[src/rtl/pwm_pkg.sv]
package pwm_pkg;

    typedef enum logic [1:0] {
        OM_OFF = 2'b00,
        OM_TGL = 2'b01,
        OM_CLR = 2'b10,
        OM_SET = 2'b11
    } out_mode_e;

    typedef enum logic [1:0] {
        SC_NORMAL = 2'b00,
        SC_PC     = 2'b01,
        SC_CTC    = 2'b10,
        SC_FAST   = 2'b11
    } scheme_e;

    function automatic logic is_pwm(scheme_e s);
        return (s == SC_FAST) || (s == SC_PC);
    endfunction

endpackage

[src/rtl/pwm_counter.sv]
module pwm_counter
    import pwm_pkg::*;
#(
    parameter int W = 8
) (
    input  logic         clk,
    input  logic         rst,
    input  logic         tick,
    input  scheme_e      scheme,
    input  logic [W-1:0] top,
    output logic [W-1:0] cnt_o,
    output logic         up_o
);
    localparam logic [W-1:0] ONE  = W'(1);
    localparam logic [W-1:0] ZERO = '0;

    typedef struct packed {
        logic [W-1:0] cnt;
        logic         up;
    } cnt_state_t;

    cnt_state_t s_d, s_q;

    always_comb begin
        s_d = s_q;
        if (tick) begin
            if (scheme == SC_PC) begin
                if (top == ZERO) begin
                    s_d.cnt = ZERO;
                    s_d.up  = 1'b1;
                end else if (s_q.up) begin
                    if (s_q.cnt >= top) begin
                        s_d.cnt = top - ONE;
                        s_d.up  = 1'b0;
                    end else begin
                        s_d.cnt = s_q.cnt + ONE;
                    end
                end else begin
                    if (s_q.cnt == ZERO) begin
                        s_d.cnt = ONE;
                        s_d.up  = 1'b1;
                    end else begin
                        s_d.cnt = s_q.cnt - ONE;
                    end
                end
            end else begin
                s_d.up  = 1'b1;
                s_d.cnt = (s_q.cnt >= top) ? ZERO : s_q.cnt + ONE;
            end
        end
    end

    always_ff @(posedge clk) begin
        if (rst) begin
            s_q.cnt <= '0;
            s_q.up  <= 1'b1;
        end else begin
            s_q <= s_d;
        end
    end

    assign cnt_o = s_q.cnt;
    assign up_o  = s_q.up;

    // the count holds on cycles without a tick
    a_r9_hold_without_tick: assert property (@(posedge clk) disable iff (rst)
        !tick |=> $stable(cnt_o));

    // reaching TOP while counting up turns the direction around
    a_r4_turn_at_top: assert property (@(posedge clk) disable iff (rst)
        (tick && scheme == SC_PC && up_o && cnt_o == top && top != ZERO) |=> !up_o);

    // fast PWM wraps to zero after TOP
    a_r3_wrap_to_zero: assert property (@(posedge clk) disable iff (rst)
        (tick && scheme == SC_FAST && cnt_o == top) |=> (cnt_o == ZERO));

endmodule

[src/rtl/pwm_cmp_reg.sv]
module pwm_cmp_reg
    import pwm_pkg::*;
#(
    parameter int W = 8
) (
    input  logic         clk,
    input  logic         rst,
    input  logic         tick,
    input  logic         at_top,
    input  logic         pwm_mode,
    input  logic         wr,
    input  logic [W-1:0] wdata,
    output logic [W-1:0] live_o
);
    typedef struct packed {
        logic [W-1:0] hold;
        logic [W-1:0] live;
    } cmp_state_t;

    cmp_state_t s_d, s_q;

    always_comb begin
        s_d = s_q;
        if (wr) begin
            s_d.hold = wdata;
        end
        if (!pwm_mode) begin
            s_d.live = s_d.hold;
        end else if (tick && at_top) begin
            s_d.live = s_q.hold;
        end
    end

    always_ff @(posedge clk) begin
        if (rst) begin
            s_q <= '0;
        end else begin
            s_q <= s_d;
        end
    end

    assign live_o = s_q.live;

    // in PWM schemes the active value only moves on a tick at TOP
    a_r8_live_holds_in_pwm: assert property (@(posedge clk) disable iff (rst)
        (pwm_mode && !(tick && at_top)) |=> $stable(live_o));

    // in non-PWM schemes a write is active on the next cycle
    a_r8_direct_outside_pwm: assert property (@(posedge clk) disable iff (rst)
        (!pwm_mode && wr) |=> (live_o == $past(wdata)));

endmodule

[src/rtl/pwm_wave_out.sv]
module pwm_wave_out
    import pwm_pkg::*;
#(
    parameter int W = 8
) (
    input  logic         clk,
    input  logic         rst,
    input  logic         tick,
    input  scheme_e      scheme,
    input  logic         top_sel,
    input  out_mode_e    om,
    input  logic [W-1:0] cnt,
    input  logic         up,
    input  logic [W-1:0] live,
    input  logic [W-1:0] top,
    input  logic         dir_en,
    output logic         pin_out,
    output logic         pin_oe
);
    typedef struct packed {
        logic lvl;
    } wave_state_t;

    wave_state_t s_d, s_q;

    logic match, at_top, ign, pwm, lvl_top, connected;

    always_comb begin
        pwm     = is_pwm(scheme);
        match   = (cnt == live);
        at_top  = (cnt == top);
        ign     = (live == top);
        lvl_top = (om == OM_CLR);
        s_d     = s_q;
        if (tick) begin
            if (!pwm) begin
                if (match) begin
                    case (om)
                        OM_TGL:  s_d.lvl = ~s_q.lvl;
                        OM_CLR:  s_d.lvl = 1'b0;
                        OM_SET:  s_d.lvl = 1'b1;
                        default: s_d.lvl = s_q.lvl;
                    endcase
                end
            end else if (om == OM_TGL) begin
                if (top_sel && match) begin
                    s_d.lvl = ~s_q.lvl;
                end
            end else if (om != OM_OFF) begin
                if (scheme == SC_FAST) begin
                    if (at_top) begin
                        s_d.lvl = lvl_top;
                    end else if (match && !ign) begin
                        s_d.lvl = ~lvl_top;
                    end
                end else begin
                    if (ign) begin
                        if (at_top) begin
                            s_d.lvl = lvl_top;
                        end
                    end else if (match) begin
                        s_d.lvl = up ? ~lvl_top : lvl_top;
                    end
                end
            end
        end
    end

    always_ff @(posedge clk) begin
        if (rst) begin
            s_q.lvl <= 1'b0;
        end else begin
            s_q <= s_d;
        end
    end

    always_comb begin
        connected = (om != OM_OFF) && !(pwm && om == OM_TGL && !top_sel);
        pin_oe    = connected && dir_en;
        pin_out   = pin_oe && s_q.lvl;
    end

    // the waveform level holds without a tick
    a_r9_level_holds: assert property (@(posedge clk) disable iff (rst)
        !tick |=> $stable(s_q.lvl));

    // the pin is never driven without the direction bit
    a_r7_oe_needs_dir: assert property (@(posedge clk) disable iff (rst)
        pin_oe |-> dir_en);

    // an undriven pin reads zero
    a_r7_idle_low: assert property (@(posedge clk) disable iff (rst)
        !pin_oe |-> !pin_out);

    // fast PWM with clear-on-match action is high after a TOP tick
    a_r3_fast_set_at_top: assert property (@(posedge clk) disable iff (rst)
        (tick && scheme == SC_FAST && om == OM_CLR && cnt == top) |=> s_q.lvl);

    // compare equal to TOP in phase-correct clear action never clears
    a_r5_pc_full_high: assert property (@(posedge clk) disable iff (rst)
        (tick && scheme == SC_PC && om == OM_CLR && live == top && s_q.lvl) |=> s_q.lvl);

endmodule

[src/rtl/pwm_cmp_unit.sv]
module pwm_cmp_unit
    import pwm_pkg::*;
#(
    parameter int CNT_W = 8
) (
    input  logic             clk,
    input  logic             rst,
    input  logic             tick,
    input  logic             cmp_wr,
    input  logic [CNT_W-1:0] cmp_wdata,
    input  logic             mode_wr,
    input  logic [1:0]       om_wdata,
    input  logic [2:0]       wm_wdata,
    input  logic             dir_en,
    output logic             pin_out,
    output logic             pin_oe
);
    localparam logic [CNT_W-1:0] FULL = '1;

    typedef struct packed {
        logic [1:0] om;
        logic [2:0] wm;
    } mode_state_t;

    mode_state_t m_d, m_q;

    always_comb begin
        m_d = m_q;
        if (mode_wr) begin
            m_d.om = om_wdata;
            m_d.wm = wm_wdata;
        end
    end

    always_ff @(posedge clk) begin
        if (rst) begin
            m_q <= '0;
        end else begin
            m_q <= m_d;
        end
    end

    scheme_e          scheme;
    out_mode_e        om;
    logic             top_sel, pwm_mode, at_top, up;
    logic [CNT_W-1:0] cnt, live, top;

    always_comb begin
        scheme   = scheme_e'(m_q.wm[1:0]);
        om       = out_mode_e'(m_q.om);
        top_sel  = m_q.wm[2];
        pwm_mode = is_pwm(scheme);
        top      = ((pwm_mode && top_sel) || scheme == SC_CTC) ? live : FULL;
        at_top   = (cnt == top);
    end

    pwm_counter #(.W(CNT_W)) u_cnt (
        .clk    (clk),
        .rst    (rst),
        .tick   (tick),
        .scheme (scheme),
        .top    (top),
        .cnt_o  (cnt),
        .up_o   (up)
    );

    pwm_cmp_reg #(.W(CNT_W)) u_cmp (
        .clk      (clk),
        .rst      (rst),
        .tick     (tick),
        .at_top   (at_top),
        .pwm_mode (pwm_mode),
        .wr       (cmp_wr),
        .wdata    (cmp_wdata),
        .live_o   (live)
    );

    pwm_wave_out #(.W(CNT_W)) u_wave (
        .clk     (clk),
        .rst     (rst),
        .tick    (tick),
        .scheme  (scheme),
        .top_sel (top_sel),
        .om      (om),
        .cnt     (cnt),
        .up      (up),
        .live    (live),
        .top     (top),
        .dir_en  (dir_en),
        .pin_out (pin_out),
        .pin_oe  (pin_oe)
    );

    // a released pin is never enabled
    a_r1_off_released: assert property (@(posedge clk) disable iff (rst)
        (m_q.om == 2'b00) |-> !pin_oe);

    // the cycle after reset the pin is released
    a_r10_reset_quiet: assert property (@(posedge clk)
        rst |=> (!pin_oe && !pin_out));

endmodule

[config.mk]
export PLATFORM = sky130hd
export DESIGN_NAME = pwm_cmp_unit
export DESIGN_NICKNAME = d
export VERILOG_FILES = /design/src/rtl/pwm_pkg.sv /design/src/rtl/pwm_counter.sv /design/src/rtl/pwm_cmp_reg.sv /design/src/rtl/pwm_wave_out.sv /design/src/rtl/pwm_cmp_unit.sv
export SDC_FILE = /design/constraint.sdc
export NUM_CORES = 1
export LEC_CHECK = 0
export BUFFER_PORTS_ARGS = -buffer_cell sky130_fd_sc_hd__buf_2
export CAP_MARGIN = 20
export CORE_MARGIN = 2
export CORE_UTILIZATION = 42
export CTS_CLUSTER_SIZE = 30
export DETAILED_ROUTE_END_ITERATION = 16
export SLEW_MARGIN = 20
export SYNTH_ARGS = -nofsm -noshare
export SYNTH_HDL_FRONTEND = slang
export SYNTH_HIERARCHICAL = 1
export SYNTH_SLANG_ARGS = --single-unit
[constraint.sdc]
create_clock -name clk -period 6.5 [get_ports clk]
set_input_delay 1.3 -clock clk [delete_from_list [all_inputs] [get_ports clk]]
set_output_delay 1.3 -clock clk [all_outputs]
set_load 0.03 [all_outputs]
Yosys cells after proc, flatten, opt, wreduce, memory -nomap -nowiden
Cells that the tools add are included.
W data, S select, Z words.
{"block": "classes", "eq_ne": 15, "magnitude_cmp": 1, "bitwise_logic": 2, "mux": 25, "n_addsub": 3, "reduce_logical": 20}
{"operator": "$mux W8", "n": 7}
{"operator": "$mux W9", "n": 3}
{"operator": "$eq A8 B8 Y1", "n": 3}
{"operator": "$logic_not A8 Y1", "n": 2}
{"operator": "$sub A8 B1 Y8 const B", "n": 2}
{"operator": "$mux W1", "n": 14}
{"operator": "$ne A5 B2 Y1 const B", "n": 2}
{"operator": "$logic_and A1 B1 Y1", "n": 9}
{"operator": "$add A8 B1 Y8 const B", "n": 1}
{"operator": "$eq A2 B2 Y1 const B", "n": 4}
{"operator": "$ge A8 B8 Y1", "n": 1}
{"operator": "$reduce_and A8 Y1", "n": 1}
{"operator": "$ne A5 B5 Y1 const B", "n": 1}
{"operator": "$eq A2 B1 Y1 const B", "n": 2}
{"operator": "$reduce_bool A2 Y1", "n": 2}
{"operator": "$reduce_bool A4 Y1", "n": 1}
{"operator": "$logic_not A1 Y1", "n": 3}
{"operator": "$ne A3 B1 Y1 const B", "n": 1}
{"operator": "$ne A3 B3 Y1 const B", "n": 1}
{"operator": "$pmux W1 S3", "n": 1}
{"operator": "$logic_or A1 B1 Y1", "n": 2}
{"operator": "$ne A2 B2 Y1 const B", "n": 1}
{"operator": "$not A1 Y1", "n": 2}
{"block": "word_totals", "regBits": 31, "in_bits": 19, "elab_cells": 73, "output_inout_bits": 2}

Longest topological paths before layout
{"block": "depth", "ltp_word": 14, "ltp_mapped": 12, "ltp_nobuf": 10}

Cells and area by module
Netlist, hierarchy kept.
{"mod": "pwm_counter", "seq_area_each_um2": 180.2, "area_each_um2": 1241.2, "n_inst": 1, "cells_each": 171}
{"mod": "pwm_cmp_reg", "seq_area_each_um2": 320.3, "area_each_um2": 691.9, "n_inst": 1, "cells_each": 67}
{"mod": "pwm_cmp_unit", "seq_area_each_um2": 100.1, "area_each_um2": 478.0, "n_inst": 1, "cells_each": 57}
{"mod": "pwm_wave_out", "seq_area_each_um2": 20.0, "area_each_um2": 442.9, "n_inst": 1, "cells_each": 55}

Worst setup path before layout
Ideal clock, no wire load.
{"block": "synth_timing", "path_type": "in2out", "from": "input dir_en", "to": "output pin_out", "t_arrival_ns": 1.612, "path_slack_ns": 3.588, "n_path_buf": 0, "path_stages": 1, "t_required_ns": 5.200, "cell_sequence": "and3_1"}
{"block": "synth_via", "elab_chain_cells": 2}
{"element": "from (decl)", "line_no": "pwm_cmp_unit.sv:14", "text": "input logic dir_en,"}
{"element": "$logic_and A1 B1 Y1", "line_no": "pwm_wave_out.sv:79", "text": "pin_oe = connected && dir_en;"}
{"element": "$logic_and A1 B1 Y1", "line_no": "pwm_wave_out.sv:80", "text": "pin_out = pin_oe && s_q.lvl;"}
{"element": "to (decl)", "line_no": "pwm_cmp_unit.sv:15", "text": "output logic pin_out,"}
Every way passes these cells.

Final worst setup path
{"block": "layout_timing", "from": "register m_q[0] in the netlist's numbering", "to": "register, netlist name u_cnt/cnt_o[5]"}
{"block": "layout_via", "elab_chain_cells": 10, "word_cells_on_any_way": 15, "classes_between": "add/sub (1); order compare (1); eq/ne (3); mux (6); reduce/logical (4)"}
{"element": "from (decl)", "line_no": "pwm_cmp_unit.sv:25", "text": "mode_state_t m_d, m_q;"}
{"element": "from (signal assigned)", "line_no": "pwm_cmp_unit.sv:39", "text": "m_q <= m_d;"}
{"element": "$eq A2 B2 Y1 / $eq A2 B1 Y1 (equally long branches)", "line_no": "pwm_pkg.sv:18", "text": "return (s == SC_FAST) || (s == SC_PC);"}
{"element": "$logic_or A1 B1 Y1", "line_no": "pwm_pkg.sv:18"}
{"element": "$logic_and A1 B1 Y1", "line_no": "pwm_cmp_unit.sv:53", "text": "top = ((pwm_mode && top_sel) || scheme == SC_CTC) ? live : FULL;"}
{"element": "$logic_or A1 B1 Y1 (*)", "line_no": "pwm_cmp_unit.sv:53"}
{"element": "$mux W8 (*)", "line_no": "pwm_cmp_unit.sv:53"}
{"element": "net top[2]", "line_no": "pwm_cmp_unit.sv:46", "text": "logic [CNT_W-1:0] cnt, live, top;"}
{"element": "$sub A8 B1 Y8 / $ge A8 B8 Y1 (equally long branches)", "line_no": "pwm_counter.sv:33, pwm_counter.sv:32, pwm_counter.sv:48"}
{"element": "$mux W8", "line_no": "pwm_counter.sv:32", "text": "if (s_q.cnt >= top) begin"}
{"element": "$mux W9", "line_no": "pwm_counter.sv:31", "text": "end else if (s_q.up) begin"}
{"element": "$mux W9", "line_no": "pwm_counter.sv:28", "text": "if (top == ZERO) begin"}
{"element": "$mux W9 (*)", "line_no": "pwm_counter.sv:27", "text": "if (scheme == SC_PC) begin"}
The timed path passes the listed nets; every way through them passes the cells marked *.
A chain may end at the register's enable or synchronous reset.

==> insert_results.sql <==
INSERT INTO impl_metrics (metric_group, metric, value, unit) VALUES
('detailed_routing', 'drtIter0Drc', '206', ''),
('cells_and_area', 'area_growth', '5.348', '%'),
('power_and_ir_drop', 'leakage', '1.327', 'nW'),
('cts', 'cts_tree', 'yes', ''),
('detailed_routing', 'detail_route.first_pass.iterations', '4', ''),
('setup_path', 'type_of_the_worst_setup_path', 'flip-flop to flip-flop', ''),
('detailed_routing', 'drcViolationCount', '0', ''),
('floorplan', 'row_count', '30', ''),
('placed_design', 'dpl.hpwl', '5.090', 'mm'),
('cells_and_area', 'post_route_cells_drive_above_1_share', '15.97', '%'),
('yosys', 'synth-seq-area-share', '21.74', '%'),
('floorplan', 'die_y', '86.44', 'um'),
('yosys', 'synth.distinct_cells', '62', ''),
('status', 'status', 'finished, final reports clean', ''),
('cts', 'clk_root_buffer_cell', 'clkbuf_8', ''),
('cts', 'clk_latency', '280', 'ps'),
('worst_hold_path', 'min_path_type', 'flip-flop to flip-flop', ''),
('detailed_routing', 'ant_nets', '0', ''),
('timing', 'final-hold-violation-count', '0', ''),
('grt', 'largest_net_degree_at_the_start_of_global_routing', '31', ''),
('cts', 'count_of_hold_buffers_inserted_by_post_cts_repair', '0', ''),
('yosys', 'synth.ff_latch_count', '31', ''),
('cells_and_area', 'fin_nets', '388', ''),
('cts', 'tritoncts_num_sinks', '31', ''),
('timing', 'worst-slew-pin-transition', '742.8', 'ps'),
('detailed_routing', 'route.final.wire_length', '7.057', 'mm'),
('floorplan', 'start_util', '42.72', '%'),
('timing', 'period_share', '51.25', '%'),
('yosys', 'ys_warn_count', '6', ''),
('setup_path', 'rr_worst_depth', '11', ''),
('timing', 'timing_max_transition_violations_final', '0', ''),
('yosys', 'synthXorXnorAreaFrac', '12.89', '%'),
('floorplan', 'io_pins', '21', ''),
('grt', 'antenna_found_initial', '0', ''),
('yosys', 'adder_cell_area_share_of_the_yosys_netlist', '5.699', '%'),
('timing', 'fin_crit', '3331', 'ps'),
('cts', 'post-cts-setup-buffers', '0', ''),
('yosys', 'ys_dominant_reg_cell', 'dfxtp_1', ''),
('yosys', 'syn_area_per_cell', '8.154', 'um^2'),
('setup_path', 'worst-path-max-fanout', '20', ''),
('yosys', 'number_of_enable_flip_flop_cells_after_synthesis', '0', ''),
('floorplan', 'floorplan.die.width', '86.44', 'um'),
('setup_path', 'cp-endpoint', 'u_cnt/cnt_o[5]', ''),
('placed_design', 'preCtsSetupSlack', '3219', 'ps'),
('floorplan', 'core_area', '0.006681', 'mm^2'),
('timing', 'timing.max_slew.rel_slack', '50.41', '%'),
('cts', 'total_of_cells_resized_after_clock_tree_synthesis', '0', ''),
('timing', 'layout_setup_ws', '3169', 'ps'),
('timing', 'timing.clock.skew', '13.48', 'ps'),
('flow_run', 'cap_viol_max_count', '0', ''),
('grt', 'gr-usage-all-layers', '20.30', '%'),
('detailed_routing', 'drt-wirelength-per-cell', '16.15', 'um'),
('timing', 'fin_tns_setup', '0', 'ps'),
('setup_path', 'worstSetupStartpoint', 'm_q[0]', ''),
('power_and_ir_drop', 'power.density_cell_area', '166.5', 'mW/mm^2'),
('setup_path', 'reg2reg_from', 'm_q[0]', ''),
('floorplan', 'die-area', '0.007471', 'mm^2'),
('cts', 'htreeDepth', '2', ''),
('cells_and_area', 'final.fill_count', '684', ''),
('grt', 'grt_first_pass_wirelength', '12.25', 'mm'),
('setup_path', 'critical_path.startpoint_type', 'flip-flop', ''),
('yosys', 'synth_mux_area_share', '8.023', '%'),
('yosys', 'synth_fp_nets', '382', ''),
('setup_path', 'rrSetupSlack', '3170', 'ps'),
('setup_path', 'required', '6670', 'ps'),
('detailed_routing', 'post_drt_via_cell_ratio', '5.927', ''),
('setup_path', 'timing.rr.end', 'u_cnt/cnt_o[5]', ''),
('detailed_routing', 'num_vias', '2590', ''),
('power_and_ir_drop', 'post-layout-total-power', '0.0005005', 'W'),
('placed_design', 'placement.cell_area', '0.002918', 'mm^2'),
('grt', 'grt_pass1_vias', '2476', '');
## metal layers
| metal | GRT usage (%) | routed length (um) |
|---|---|---|
| met1 | 29.12 | 3570 |
| met2 | 31.75 | 3200 |
| met3 | 3.143 | 233 |
| met4 | 5.256 | 53 |
| met5 | 0 | 0 |
## where the power goes
group | switching (W) | internal, W | leakage, nW
Combinational | 0.0000681 | 0.0000540 | 1.03
Sequential | 0.0000246 | 0.000201 | 0.255
Clock | 0.0000784 | 0.0000745 | 0.0402
## synthesized netlist by cell type, types with 4 or more instances
cell      count  area share, %
xnor2_1      17            5.2
nand3_1      19            3.3
inv_1        16            2.1
dfxtp_1      31             22
nand2b_1      5            1.1
nor2_1       25            3.3
nor4_2        6            2.6
and3_2        4            1.1
or2_2         8            1.8
and3_1        9            2.0
xor2_1       25            7.7
ha_1         13            5.7
clkbuf_1      5           0.66
nand2_1      21            2.8
o211ai_1      4            1.1
o21ai_0      13            2.3
a211oi_1     15            3.9
nor3_1        8            1.4
buf_4        10            2.6
nor4_1        6            1.3
a21oi_1       5           0.88
or3b_1        4            1.2
mux2i_1      18            6.3
nand4_1       5            1.1
## final cells by class
cell class	instances	area [um^2]	area share [%]
multi-input cells	280	2026	67.37
flip-flops and latches	31	620.6	20.64
repair buffers	21	107.6	3.579
well taps	80	100.1	3.329
clock buffers	5	68.82	2.289
inverters	17	63.81	2.122
clock inverters	3	20.02	0.6658
## how the worst min path moves through the flow
stage                  start         endpoint  slack (ps)  cells past startpoint
2_1_floorplan  u_cmp/s_q[10]    u_cmp/s_q[10]         470                      2
3_3_place_gp   u_cmp/s_q[13]    u_cmp/s_q[13]         500                      2
3_5_place_dp    u_cmp/s_q[9]     u_cmp/s_q[9]         520                      2
4_1_cts         u_cmp/s_q[9]     u_cmp/s_q[9]         530                      2
5_1_grt         u_cmp/s_q[8]  u_cmp/live_o[0]         560                      2
6_report        u_cmp/s_q[9]     u_cmp/s_q[9]         520                      2
## worst max-delay path: stages, from the launching register on
cell	delay [ps]
dfxtp_1	520
mux2i_1	230
buf_4	230
or2_2	220
inv_1	80
ha_1	290
or3_1	360
a21oi_2	140
a211oi_2	90
or2_1	400
or3_1	400
a32o_1	240
## registers in the layout, indices dropped and copies added (netlist names)
signal / flops
u_wave/s_q: 1
om: 2
u_cnt/cnt_o: 8
u_cnt/up_o: 1
u_cmp/s_q: 8
m_q: 3
u_cmp/live_o: 8
## placed cells by master (no fill, tap or decap), types with 5 or more instances in the layout
| cell type | count |
|---|---|
| dfxtp_1 | 31 |
| xor2_1 | 25 |
| nor2_1 | 25 |
| nand2_1 | 21 |
| buf_2 | 20 |
| nand3_1 | 19 |
| mux2i_1 | 18 |
| xnor2_1 | 17 |
| inv_1 | 16 |
| a211oi_1 | 15 |
| o21ai_0 | 13 |
| ha_1 | 13 |
| and3_1 | 9 |
| or2_2 | 8 |
| nor3_1 | 8 |
| nor4_2 | 6 |
| nor4_1 | 6 |
| clkbuf_8 | 5 |
| nand2b_1 | 5 |
| a21oi_1 | 5 |
| nand4_1 | 5 |
## logic make-up (layout without fill, tap and decap cells)
logic type	count (synthesis)	in the layout
AO/OA/AOI/OAI	70	70
XOR/XNOR	42	42
adder cells (fa/ha/maj)	13	13
buffers and inverters	39	46
flip-flops	31	31
multiplexers	22	22
AND/OR/NAND/NOR	133	133
## stage by stage
step / util [%] / hold slack, ps / std cells
3_5_place_dp: 43.67 / 518.0 / 429
3_3_place_gp: 43.67 / 497.0 / 429
5_1_grt: 45.00 / 558.5 / 437
6_report: 45.00 / 524.0 / 437
4_1_cts: 45.00 / 533.9 / 437
2_1_floorplan: - / 471.3 / 350
(Power assumes the default switching activity.)
